**config.mk**
```make
export PLATFORM = sky130hd
export DESIGN_NAME = lp_wake_ctrl
export DESIGN_NICKNAME = d
export VERILOG_FILES = /design/src/rtl/lpw_pkg.sv /design/src/rtl/lpw_sync.sv /design/src/rtl/lpw_pin_flags.sv /design/src/rtl/lpw_mode_fsm.sv /design/src/rtl/lp_wake_ctrl.sv
export SDC_FILE = /design/constraint.sdc
export NUM_CORES = 1
export LEC_CHECK = 0
export ABC_AREA = 1
export CAP_MARGIN = 40
export CELL_PAD_IN_SITES_DETAIL_PLACEMENT = 0
export CELL_PAD_IN_SITES_GLOBAL_PLACEMENT = 1
export CORE_MARGIN = 2
export CORE_UTILIZATION = 36
export CTS_BUF_LIST = sky130_fd_sc_hd__clkbuf_8
export DETAILED_ROUTE_END_ITERATION = 10
export PLACE_DENSITY = 0.82
export SLEW_MARGIN = 20
export SYNTH_ARGS = -nofsm -noshare
export SYNTH_HDL_FRONTEND = slang
export SYNTH_HIERARCHICAL = 1
export SYNTH_SLANG_ARGS = --single-unit
```
**constraint.sdc**
```tcl
create_clock -name clk_i -period 2.4 [get_ports clk_i]
set_input_delay 0.72 -clock clk_i [delete_from_list [all_inputs] [get_ports clk_i]]
set_output_delay 0.72 -clock clk_i [all_outputs]
set_load 0.01 [all_outputs]
```
**src/rtl/lpw_pkg.sv**
```systemverilog
package lpw_pkg;
  typedef enum logic [2:0] {
    MODE_RUN   = 3'd0,
    MODE_SLEEP = 3'd1,
    MODE_STOP  = 3'd2,
    MODE_STBY  = 3'd3,
    MODE_SHDN  = 3'd4
  } lp_mode_e;

  // byte offsets
  localparam int OFF_MODE = 'h00;
  localparam int OFF_WAKE = 'h04;
  localparam int OFF_POL  = 'h08;
  localparam int OFF_STAT = 'h0C;
  localparam int OFF_RDY  = 'h10;
  localparam int OFF_CLR  = 'h14;

  // bit positions
  localparam int B_FPD_STOP = 3;
  localparam int B_FPD_SLP  = 5;
  localparam int B_APC      = 10;
  localparam int B_INT_EN   = 15;
  localparam int B_SBF      = 8;
  localparam int B_INT_FLAG = 15;
  localparam int B_RDY      = 7;
endpackage

```
**src/rtl/lpw_sync.sv**
```systemverilog
module lpw_sync #(
  parameter int WIDTH  = 1,
  parameter int STAGES = 2
) (
  input  logic             clk_i,
  input  logic             rst_ni,
  input  logic [WIDTH-1:0] d_i,
  output logic [WIDTH-1:0] q_o
);
  logic [STAGES-1:0][WIDTH-1:0] stage_q;

  always_ff @(posedge clk_i or negedge rst_ni) begin
    if (!rst_ni) begin
      stage_q <= '0;
    end else begin
      stage_q[0] <= d_i;
      for (int i = 1; i < STAGES; i++) stage_q[i] <= stage_q[i-1];
    end
  end

  assign q_o = stage_q[STAGES-1];
endmodule

```
**src/rtl/lpw_pin_flags.sv**
```systemverilog
module lpw_pin_flags #(
  parameter int NUM_PINS = 6
) (
  input  logic                clk_i,
  input  logic                rst_ni,
  input  logic [NUM_PINS-1:0] pin_s_i,
  input  logic [NUM_PINS-1:0] pol_i,
  input  logic [NUM_PINS-1:0] en_i,
  input  logic [NUM_PINS-1:0] clr_i,
  output logic [NUM_PINS-1:0] flag_o
);
  for (genvar g = 0; g < NUM_PINS; g++) begin : g_pin
    logic act, act_q, flag_q;

    assign act = pin_s_i[g] ^ pol_i[g];

    always_ff @(posedge clk_i or negedge rst_ni) begin
      if (!rst_ni) begin
        act_q  <= 1'b0;
        flag_q <= 1'b0;
      end else begin
        act_q <= act;
        if (en_i[g] && act && !act_q) flag_q <= 1'b1;  // set beats clear
        else if (clr_i[g])            flag_q <= 1'b0;
      end
    end

    assign flag_o[g] = flag_q;
  end
endmodule

```
**src/rtl/lpw_mode_fsm.sv**
```systemverilog
module lpw_mode_fsm
  import lpw_pkg::*;
#(
  parameter int FLASH_WAKE_CYC = 4
) (
  input  logic     clk_i,
  input  logic     rst_ni,
  input  logic     por_ni,
  input  logic     lp_req_i,
  input  logic     deep_i,
  input  logic [2:0] lpms_i,
  input  logic     fpd_stop_i,
  input  logic     fpd_slp_i,
  input  logic     wake_i,
  input  logic     sbf_clr_i,
  output lp_mode_e mode_o,
  output logic     sbf_o,
  output logic     flash_pd_o,
  output logic     flash_rdy_o
);
  localparam int CNT_W = $clog2(FLASH_WAKE_CYC + 1);

  lp_mode_e   mode_q, mode_d;
  logic       enter, leave, pd_on, sbf_set;
  logic       sbf_q, pd_q, rdy_q;
  logic [CNT_W-1:0] cnt_q;

  always_comb begin
    mode_d = mode_q;
    enter  = 1'b0;
    if (mode_q != MODE_RUN) begin
      if (wake_i) mode_d = MODE_RUN;
    end else if (lp_req_i && !wake_i) begin
      enter = 1'b1;
      if (!deep_i)                mode_d = MODE_SLEEP;
      else if (lpms_i[2])         mode_d = MODE_SHDN;
      else if (lpms_i == 3'b011)  mode_d = MODE_STBY;
      else                        mode_d = MODE_STOP;
    end
  end

  assign leave = (mode_q != MODE_RUN) && (mode_d == MODE_RUN);

  always_comb begin
    case (mode_d)
      MODE_SLEEP: pd_on = enter && fpd_slp_i;
      MODE_STOP:  pd_on = enter && fpd_stop_i;
      default:    pd_on = enter;
    endcase
  end

  assign sbf_set = enter && rst_ni && (mode_d == MODE_STBY || mode_d == MODE_SHDN);

  always_ff @(posedge clk_i or negedge rst_ni) begin
    if (!rst_ni) begin
      mode_q <= MODE_RUN;
      pd_q   <= 1'b0;
      rdy_q  <= 1'b1;
      cnt_q  <= '0;
    end else begin
      mode_q <= mode_d;
      if (pd_on) begin
        pd_q  <= 1'b1;
        rdy_q <= 1'b0;
        cnt_q <= '0;
      end else if (leave && pd_q) begin
        pd_q  <= 1'b0;
        cnt_q <= CNT_W'(FLASH_WAKE_CYC);
      end else if (cnt_q != '0) begin
        cnt_q <= cnt_q - 1'b1;
        if (cnt_q == CNT_W'(1)) rdy_q <= 1'b1;
      end
    end
  end

  // survives system reset
  always_ff @(posedge clk_i or negedge por_ni) begin
    if (!por_ni)        sbf_q <= 1'b0;
    else if (sbf_set)   sbf_q <= 1'b1;
    else if (sbf_clr_i) sbf_q <= 1'b0;
  end

  assign mode_o      = mode_q;
  assign sbf_o       = sbf_q;
  assign flash_pd_o  = pd_q;
  assign flash_rdy_o = rdy_q;
endmodule

```
**src/rtl/lp_wake_ctrl.sv**
```systemverilog
module lp_wake_ctrl
  import lpw_pkg::*;
#(
  parameter int NUM_PINS       = 6,
  parameter int ADDR_W         = 5,
  parameter int DATA_W         = 32,
  parameter int SYNC_STAGES    = 2,
  parameter int FLASH_WAKE_CYC = 4
) (
  input  logic                clk_i,
  input  logic                rst_ni,
  input  logic                por_ni,
  input  logic                req_i,
  input  logic                we_i,
  input  logic [ADDR_W-1:0]   addr_i,
  input  logic [DATA_W-1:0]   wdata_i,
  output logic [DATA_W-1:0]   rdata_o,
  input  logic [NUM_PINS-1:0] wkup_i,
  input  logic                int_wkup_i,
  input  logic                lp_req_i,
  input  logic                deep_i,
  output logic                wake_evt_o,
  output logic [2:0]          lp_mode_o,
  output logic                flash_pd_o,
  output logic                pull_apply_o
);
  logic rst_all_n;
  assign rst_all_n = rst_ni & por_ni;

  logic [2:0]          lpms_q;
  logic                fpd_stop_q, fpd_slp_q, apc_q, int_en_q;
  logic [NUM_PINS-1:0] en_q, pol_q;

  logic wr, wr_mode, wr_wake, wr_pol, wr_clr;
  assign wr      = req_i && we_i;
  assign wr_mode = wr && (addr_i == ADDR_W'(OFF_MODE));
  assign wr_wake = wr && (addr_i == ADDR_W'(OFF_WAKE));
  assign wr_pol  = wr && (addr_i == ADDR_W'(OFF_POL));
  assign wr_clr  = wr && (addr_i == ADDR_W'(OFF_CLR));

  always_ff @(posedge clk_i or negedge rst_all_n) begin
    if (!rst_all_n) begin
      lpms_q     <= '0;
      fpd_stop_q <= 1'b0;
      fpd_slp_q  <= 1'b0;
      en_q       <= '0;
      apc_q      <= 1'b0;
      int_en_q   <= 1'b0;
      pol_q      <= '0;
    end else begin
      if (wr_mode) begin
        lpms_q     <= wdata_i[2:0];
        fpd_stop_q <= wdata_i[B_FPD_STOP];
        fpd_slp_q  <= wdata_i[B_FPD_SLP];
      end
      if (wr_wake) begin
        en_q     <= wdata_i[NUM_PINS-1:0];
        apc_q    <= wdata_i[B_APC];
        int_en_q <= wdata_i[B_INT_EN];
      end
      if (wr_pol) pol_q <= wdata_i[NUM_PINS-1:0];
    end
  end

  // synchronizers
  logic [NUM_PINS-1:0] pin_s;
  logic                int_s, int_q, int_rise;

  lpw_sync #(.WIDTH(NUM_PINS), .STAGES(SYNC_STAGES)) u_pin_sync (
    .clk_i(clk_i), .rst_ni(rst_all_n), .d_i(wkup_i), .q_o(pin_s)
  );
  lpw_sync #(.WIDTH(1), .STAGES(SYNC_STAGES)) u_int_sync (
    .clk_i(clk_i), .rst_ni(rst_all_n), .d_i(int_wkup_i), .q_o(int_s)
  );

  always_ff @(posedge clk_i or negedge rst_all_n) begin
    if (!rst_all_n) int_q <= 1'b0;
    else            int_q <= int_s;
  end
  assign int_rise = int_s && !int_q;

  logic [NUM_PINS-1:0] wuf;
  lpw_pin_flags #(.NUM_PINS(NUM_PINS)) u_flags (
    .clk_i  (clk_i),
    .rst_ni (rst_all_n),
    .pin_s_i(pin_s),
    .pol_i  (pol_q),
    .en_i   (en_q),
    .clr_i  ({NUM_PINS{wr_clr}} & wdata_i[NUM_PINS-1:0]),
    .flag_o (wuf)
  );

  logic wake;
  assign wake = (|(wuf & en_q)) || (int_en_q && int_rise);

  lp_mode_e mode;
  logic     sbf, flash_rdy;

  lpw_mode_fsm #(.FLASH_WAKE_CYC(FLASH_WAKE_CYC)) u_fsm (
    .clk_i      (clk_i),
    .rst_ni     (rst_all_n),
    .por_ni     (por_ni),
    .lp_req_i   (lp_req_i),
    .deep_i     (deep_i),
    .lpms_i     (lpms_q),
    .fpd_stop_i (fpd_stop_q),
    .fpd_slp_i  (fpd_slp_q),
    .wake_i     (wake),
    .sbf_clr_i  (wr_clr && wdata_i[B_SBF]),
    .mode_o     (mode),
    .sbf_o      (sbf),
    .flash_pd_o (flash_pd_o),
    .flash_rdy_o(flash_rdy)
  );

  always_comb begin
    rdata_o = '0;
    case (addr_i)
      ADDR_W'(OFF_MODE): begin
        rdata_o[2:0]        = lpms_q;
        rdata_o[B_FPD_STOP] = fpd_stop_q;
        rdata_o[B_FPD_SLP]  = fpd_slp_q;
      end
      ADDR_W'(OFF_WAKE): begin
        rdata_o[NUM_PINS-1:0] = en_q;
        rdata_o[B_APC]        = apc_q;
        rdata_o[B_INT_EN]     = int_en_q;
      end
      ADDR_W'(OFF_POL):  rdata_o[NUM_PINS-1:0] = pol_q;
      ADDR_W'(OFF_STAT): begin
        rdata_o[NUM_PINS-1:0] = wuf;
        rdata_o[B_SBF]        = sbf;
        rdata_o[B_INT_FLAG]   = int_s;
      end
      ADDR_W'(OFF_RDY):  rdata_o[B_RDY] = flash_rdy;
      default:           rdata_o = '0;
    endcase
  end

  assign wake_evt_o   = wake;
  assign lp_mode_o    = mode;
  assign pull_apply_o = apc_q;
endmodule

```
## Yosys cells after proc, flatten, opt, wreduce, memory -nomap -nowiden

Cells that the tools add are included.

- Bits in registers: 55
- Latch bits: 0
- Memories kept: 0
- Bits in read-only memories: 0
- Bits in writable memories: 0
- Output and inout bits: 38
- Bits of input ports: 51

- Divide/modulo/power cells: 0
- Reduce and logical (&&, ||, !) cells: 54
- Shift-type cells: 0
- Multiply operators: 0
- Add/sub/neg operators: 1
- $lt $le $gt $ge: 0
- Muxes and demuxes: 39
- Equal/unequal tests: 12
- Bitwise gates (word level): 9

Operators with widths:

| operator | count |
|---|---|
| 1-bit logical AND | 27 |
| 1-bit 2-to-1 mux | 26 |
| 3-bit 2-to-1 mux | 8 |
| 2-bit nonzero test | 10 |
| 4-bit one-hot mux with 4 select lines | 1 |
| 6-bit bitwise AND | 2 |
| 5-bit by 4-bit == test with 1-bit output (second input constant) | 2 |
| 5-bit == test (second input constant) | 2 |
| 3-bit by 2-bit == test with 1-bit output (second input constant) | 3 |
| 3-bit nonzero test | 3 |
| 1-bit logical NOT | 8 |
| 3-bit by 1-bit == test with 1-bit output (second input constant) | 2 |
| 6-bit OR reduction | 1 |
| 1-bit bitwise XOR | 6 |
| 5-bit by 3-bit == test with 1-bit output (second input constant) | 1 |
| 5-bit logical NOT | 1 |
| 1-bit one-hot mux with 2 select lines | 2 |
| 1-bit one-hot mux with 4 select lines | 1 |
| 3-bit == test (second input constant) | 1 |
| 3-bit logical NOT | 1 |
| 1-bit one-hot mux with 3 select lines | 1 |
| 3-bit AND reduction | 1 |
| 3-bit by 1-bit subtractor with 3-bit output (second input constant) | 1 |
| 1-bit logical OR | 2 |
| other kinds (2) | 2 |

## Longest topological paths before layout

- Word-level depth: 13
- Gate-level depth with buffers: 18
- Depth with buffers taken out: 17

## Cells and area by module

The synthesis kept the hierarchy.

Modules (own cells, without submodules):

| module | area an instance (sq um) | times used | cells each | sequential area each (sq um) |
|---|---|---|---|---|
| lp_wake_ctrl | 1,493.9 | 1 | 214 | 500.5 |
| lpw_pin_flags | 660.6 | 1 | 84 | 300.3 |
| lpw_mode_fsm | 611.8 | 1 | 78 | 226.5 |
| lpw_sync at u_pin_sync | 345.3 | 1 | 18 | 300.3 |
| lpw_sync at u_int_sync | 50.0 | 1 | 2 | 50.0 |

## Least setup slack after synthesis

Ideal clock, no wire load.

- Path type: input-to-reg
- Start point: input rst_ni
- End point: register u_fsm.sbf_q, in the netlist u_fsm/sbf_o
- Stages: 4
- Required time: 2,317 ps
- Data arrival time: 2,130 ps
- Setup slack: 188 ps
- Path through: nand2_1 inv_1 nand3_1 o21ai_0

- Word-level cells in the longest chain between the ends: 4
- Elaborated cells on any way between the ends: 5
- Classes of those cells: mux (1); bitwise (1); reduce/logical (3)

RTL lines:

| what | RTL line | RTL |
|---|---|---|
| start: declaration | lp_wake_ctrl.sv:11 | `input logic rst_ni,` |
| 1-bit bitwise AND (*) | lp_wake_ctrl.sv:28 | `assign rst_all_n = rst_ni & por_ni;` |
| via rst_all_n | lp_wake_ctrl.sv:27 | `logic rst_all_n;` |
| 1-bit logical AND (*) (2 in series) | lpw_mode_fsm.sv:52 | `assign sbf_set = enter && rst_ni && (mode_d == MODE_STBY \|\| mode_d == MODE_SHDN);` |
| 1-bit 2-to-1 mux or 2-bit nonzero test (tied branches) | - |  |
| end signal: assignment | lpw_mode_fsm.sv:78 | `if (!por_ni) sbf_q <= 1'b0;` |
| end signal: assignment | lpw_mode_fsm.sv:79 | `else if (sbf_set) sbf_q <= 1'b1;` |
| end signal: assignment | lpw_mode_fsm.sv:80 | `else if (sbf_clr_i) sbf_q <= 1'b0;` |
| end: declaration | lpw_mode_fsm.sv:25 | `logic sbf_q, pd_q, rdy_q;` |

Mark *: on every way through the listed nets, which the timed path passes. The rest lies on a longest branch.
A chain may end at the register's enable or synchronous reset.

## Final worst setup path

- Start point: input addr_i[0]
- End point: output rdata_o[0]

- Word-level cells in the longest chain between the ends: 2
- Elaborated cells on any way between the ends: 5
- Classes of those cells: eq/ne (3); mux (1); reduce/logical (1)

RTL lines:

| what | RTL line | RTL |
|---|---|---|
| start: declaration | lp_wake_ctrl.sv:15 | `input logic [ADDR_W-1:0] addr_i,` |
| 5-bit by 4-bit == test with 1-bit output (tied with other cells) | lp_wake_ctrl.sv:118 | `case (addr_i)` |
| 4-bit one-hot mux with 4 select lines (*) | lp_wake_ctrl.sv:118 |  |
| end: declaration | lp_wake_ctrl.sv:17 | `output logic [DATA_W-1:0] rdata_o,` |

Every way passes the cells marked *; elsewhere a longest branch is shown, timed or not.

==> metrics.yaml <==
run_status:
  status: "complete, no violations"
sta:
  max_freq_mhz: 432
  fin_worst_skew_ps: 8.85
  min_period_ps: 2320
  hold_ws_ps: 360
  hold_violations: 0
  finalMaxSlewViolations: 0
  setup_ws_ps: 83.9
  setup_viol: 0
  fin_crit_sh: 0.965
  rsz0062_at_grt: "false"
die:
  initial_core_util: 0.366
  die-width_um: 97.7
  coreArea_sq_um: 8640
  die_area_sq_um: 9550
  ioPinCount: 89
  std_cell_rows: 34
  die_height_um: 97.7
synthesis:
  synth-seq-cells: 55
  ys_types: 28
  synth-edff-count: 0
  synthArstFlopShare: 1.00
  synth-seq-area-share: 0.436
  synth_area_sq_um: 3160
  synth_area_per_cell_sq_um: 7.98
  yosysTopAreaCell: "dfrtp_1"
  synth_area_leaders: "dfrtp_1, nand2_1, buf_4, inv_1, nand3_1"
  ys_warn_count: 6
  ys.flop_type: "dfrtp_1"
  synthCells: 396
  synth_top_area_frac: 0.427
worst_setup_path:
  critPathKind: "in -> out"
  startpoint_type: "primary input"
  crit_arrival_ps: 1600
  path_max_fanout: 8
  endpoint_kind: "primary output"
  cp.required_ps: 1680
pwr:
  leakagePower_uw: 0.00202
  p_sw_frac: 0.341
  switching_power_uw: 906
  p_int_uw: 1750
  pwr-share-comb: 0.309
  p_per_area_nw_per_um2: 694
  seqPwrFrac: 0.450
  ir_drop_mv: 0.256
  p_clk_frac: 0.242
min_path:
  min_path_type: "reg -> reg"
grt:
  grt_start_max_net_pins: 28
  antenna_found_initial: 0
  grt_pass1_vias: 2369
  grt_pass1_wl_um: 11300
  track_usage: 0.147
  grt-ovfl-total: 0
cells_and_area:
  seq_area_sq_um: 1380
  drive_above_1_share: 0.216
  area_growth_syn_to_layout_pct: 21.1
  num_antenna_cells: 0
  finalNetCount: 507
  n_fill_cell: 878
  multi_input_area_sq_um: 1330
  finalInstanceArea_sq_um: 3830
drt:
  ant_nets: 0
  first_iter_violations: 161
  dr_total_vias: 2477
  routed_wl_um: 6890
  vias_per_cell: 4.41
  drcViolationCount: 0
  firstDrtPassIters: 4
  wire_per_inst_um: 12.3
placed_design:
  post-place-ws_ps: -795
  gp_congestion: 0.817
  port_buffers: 43
  hpwlAfterDp_um: 5010
  place_area_sq_um: 3680
clock_network:
  cts_root_buf: "clkbuf_8"
  cts_tree: "yes"
  cts_hold_buf: 0
  cts_sinks: 55
  cts_buffers: 5
  htreeDepth: 2
  clk_pin_slew_worst_paths_ps: 100
  clockBufferDepth: 2
  clk_latency_ps: 310
job:
  maxCapViolCount: 0
[cell type report]
type	count	area share
Inverter	68	0.0667
Timing Repair Buffer	70	0.161
Multi-Input combinational cell	253	0.347
Sequential cell	55	0.360
Tap cell	108	0.0353
Clock buffer	5	0.0180
Clock inverter	3	0.0121
[cell families (layout without fill, tap and decap cells)]
family | after synthesis | count (layout) | synth area share
and+or+nand+nor | 217 | 217 | 0.348
buffers and inverters | 109 | 146 | 0.175
DFF | 55 | 55 | 0.436
AOI/OAI and AO/OA | 9 | 9 | 0.0234
adders and majority gates | 3 | 3 | 0.0119
xor gates and xnor gates | 2 | 2 | 0.00554
other | 1 | 22 | 0.00119
[path summary, 6_finish.rpt]
check | slack [ps] | from | cells after the start | endpoint
min reg2reg | 360 | u_pin_sync/stage_q[3] | 0 | u_pin_sync/q_o[3]
min in group asynchronous | 550 | por_ni | 1 | u_fsm/sbf_o
min | 360 | u_pin_sync/stage_q[3] | 0 | u_pin_sync/q_o[3]
max in group asynchronous | 1140 | por_ni | 4 | u_fsm/flash_rdy_o
max | 80 | addr_i[0] | 9 | rdata_o[0]
max reg2reg | 250 | en_q[1] | 15 | u_fsm/cnt_q[1]
[sequential cells by signal, summed over array words and instances, names as in the netlist]
name / cells
u_pin_sync/q_o: 6
int_en_q: 1
lpms_q: 3
pol_q: 6
u_flags/g_pin.flag_q: 6
u_fsm/flash_pd_o: 1
int_q: 1
fpd_slp_q: 1
u_int_sync/q_o: 1
u_fsm/flash_rdy_o: 1
u_fsm/cnt_q: 3
en_q: 6
u_flags/g_pin.act_q: 6
u_fsm/mode_o: 3
u_pin_sync/stage_q: 6
u_int_sync/stage_q: 1
pull_apply_o: 1
fpd_stop_q: 1
u_fsm/sbf_o: 1
[cells in the final DEF, fill, tap and decap left out, types with 2 or more instances in the layout]
master,count
nor2_4,13
nand3_1,31
buf_4,21
conb_1,22
buf_2,10
nand4_1,21
dfrtp_1,54
inv_1,58
nand2_4,3
inv_2,10
a21oi_1,2
nand2_1,110
o21ai_2,2
nor2_1,15
o21ai_0,2
xor2_1,2
buf_6,7
buf_12,2
clkdlybuf4s50_1,27
nor3b_1,2
nor2_2,6
and2_1,6
nand2_2,7
ha_1,3
clkbuf_2,2
clkbuf_8,5
[critical path, stage by stage]
cell,delay (ps)
buf_6,90
nor2_4,90
buf_6,140
buf_12,120
nand4_1,80
nand2_1,80
inv_1,40
nand2_1,80
buf_2,140
[metrics by stage]
step                      utilization  total power [uW]  setup TNS (ps)  instances
after floorplan                     -              1800               0        417
after global placement          0.426              2000           -7360        548
after detailed placement        0.426              2030           -7580        548
after CTS                       0.446              2690               0        564
after global routing            0.443              2840               0        562
final                           0.443              2660               0        562
[power groups by stage]
stage	registers [uW]	clock network (uW)	logic [uW]
floorplan	1190	0	605
global placement	1210	0	789
detailed placement	1210	0	819
CTS	1200	657	835
global route	1220	686	933
finish	1190	642	820
[routing by layer]
layer / vias to the layer above / track usage / wire length [um] / share of wire
li1: 1271 / - / - / -
met1: 1143 / 0.193 / 3120 / 0.45
met2: 58 / 0.255 / 3410 / 0.50
met3: 5 / 0.0245 / 301 / 0.044
met4: 0 / 0.0321 / 51 / 0.0074
met5: - / 0 / 0 / 0
[synth_stat cells, drive strengths merged (2+ instances only)]
library cell and n:
nand2 120, nand4 21, nor3b 3, o21ai 5
buf 41, and2 6, ha 3, nor2 35
dfrtp 54, a21oi 2, inv 68, nand3 32
xor2 2
[timing repair]
item | CTS | global route
gates cloned | 2 | 0
hold endpoints to repair | 0 | 0
setup buffers | 6 | 0
gates resized for setup | 66 | 9
pin swaps | 11 | 10
setup endpoints to repair | 11 | 10
Power figures use the tool's default switching activity.
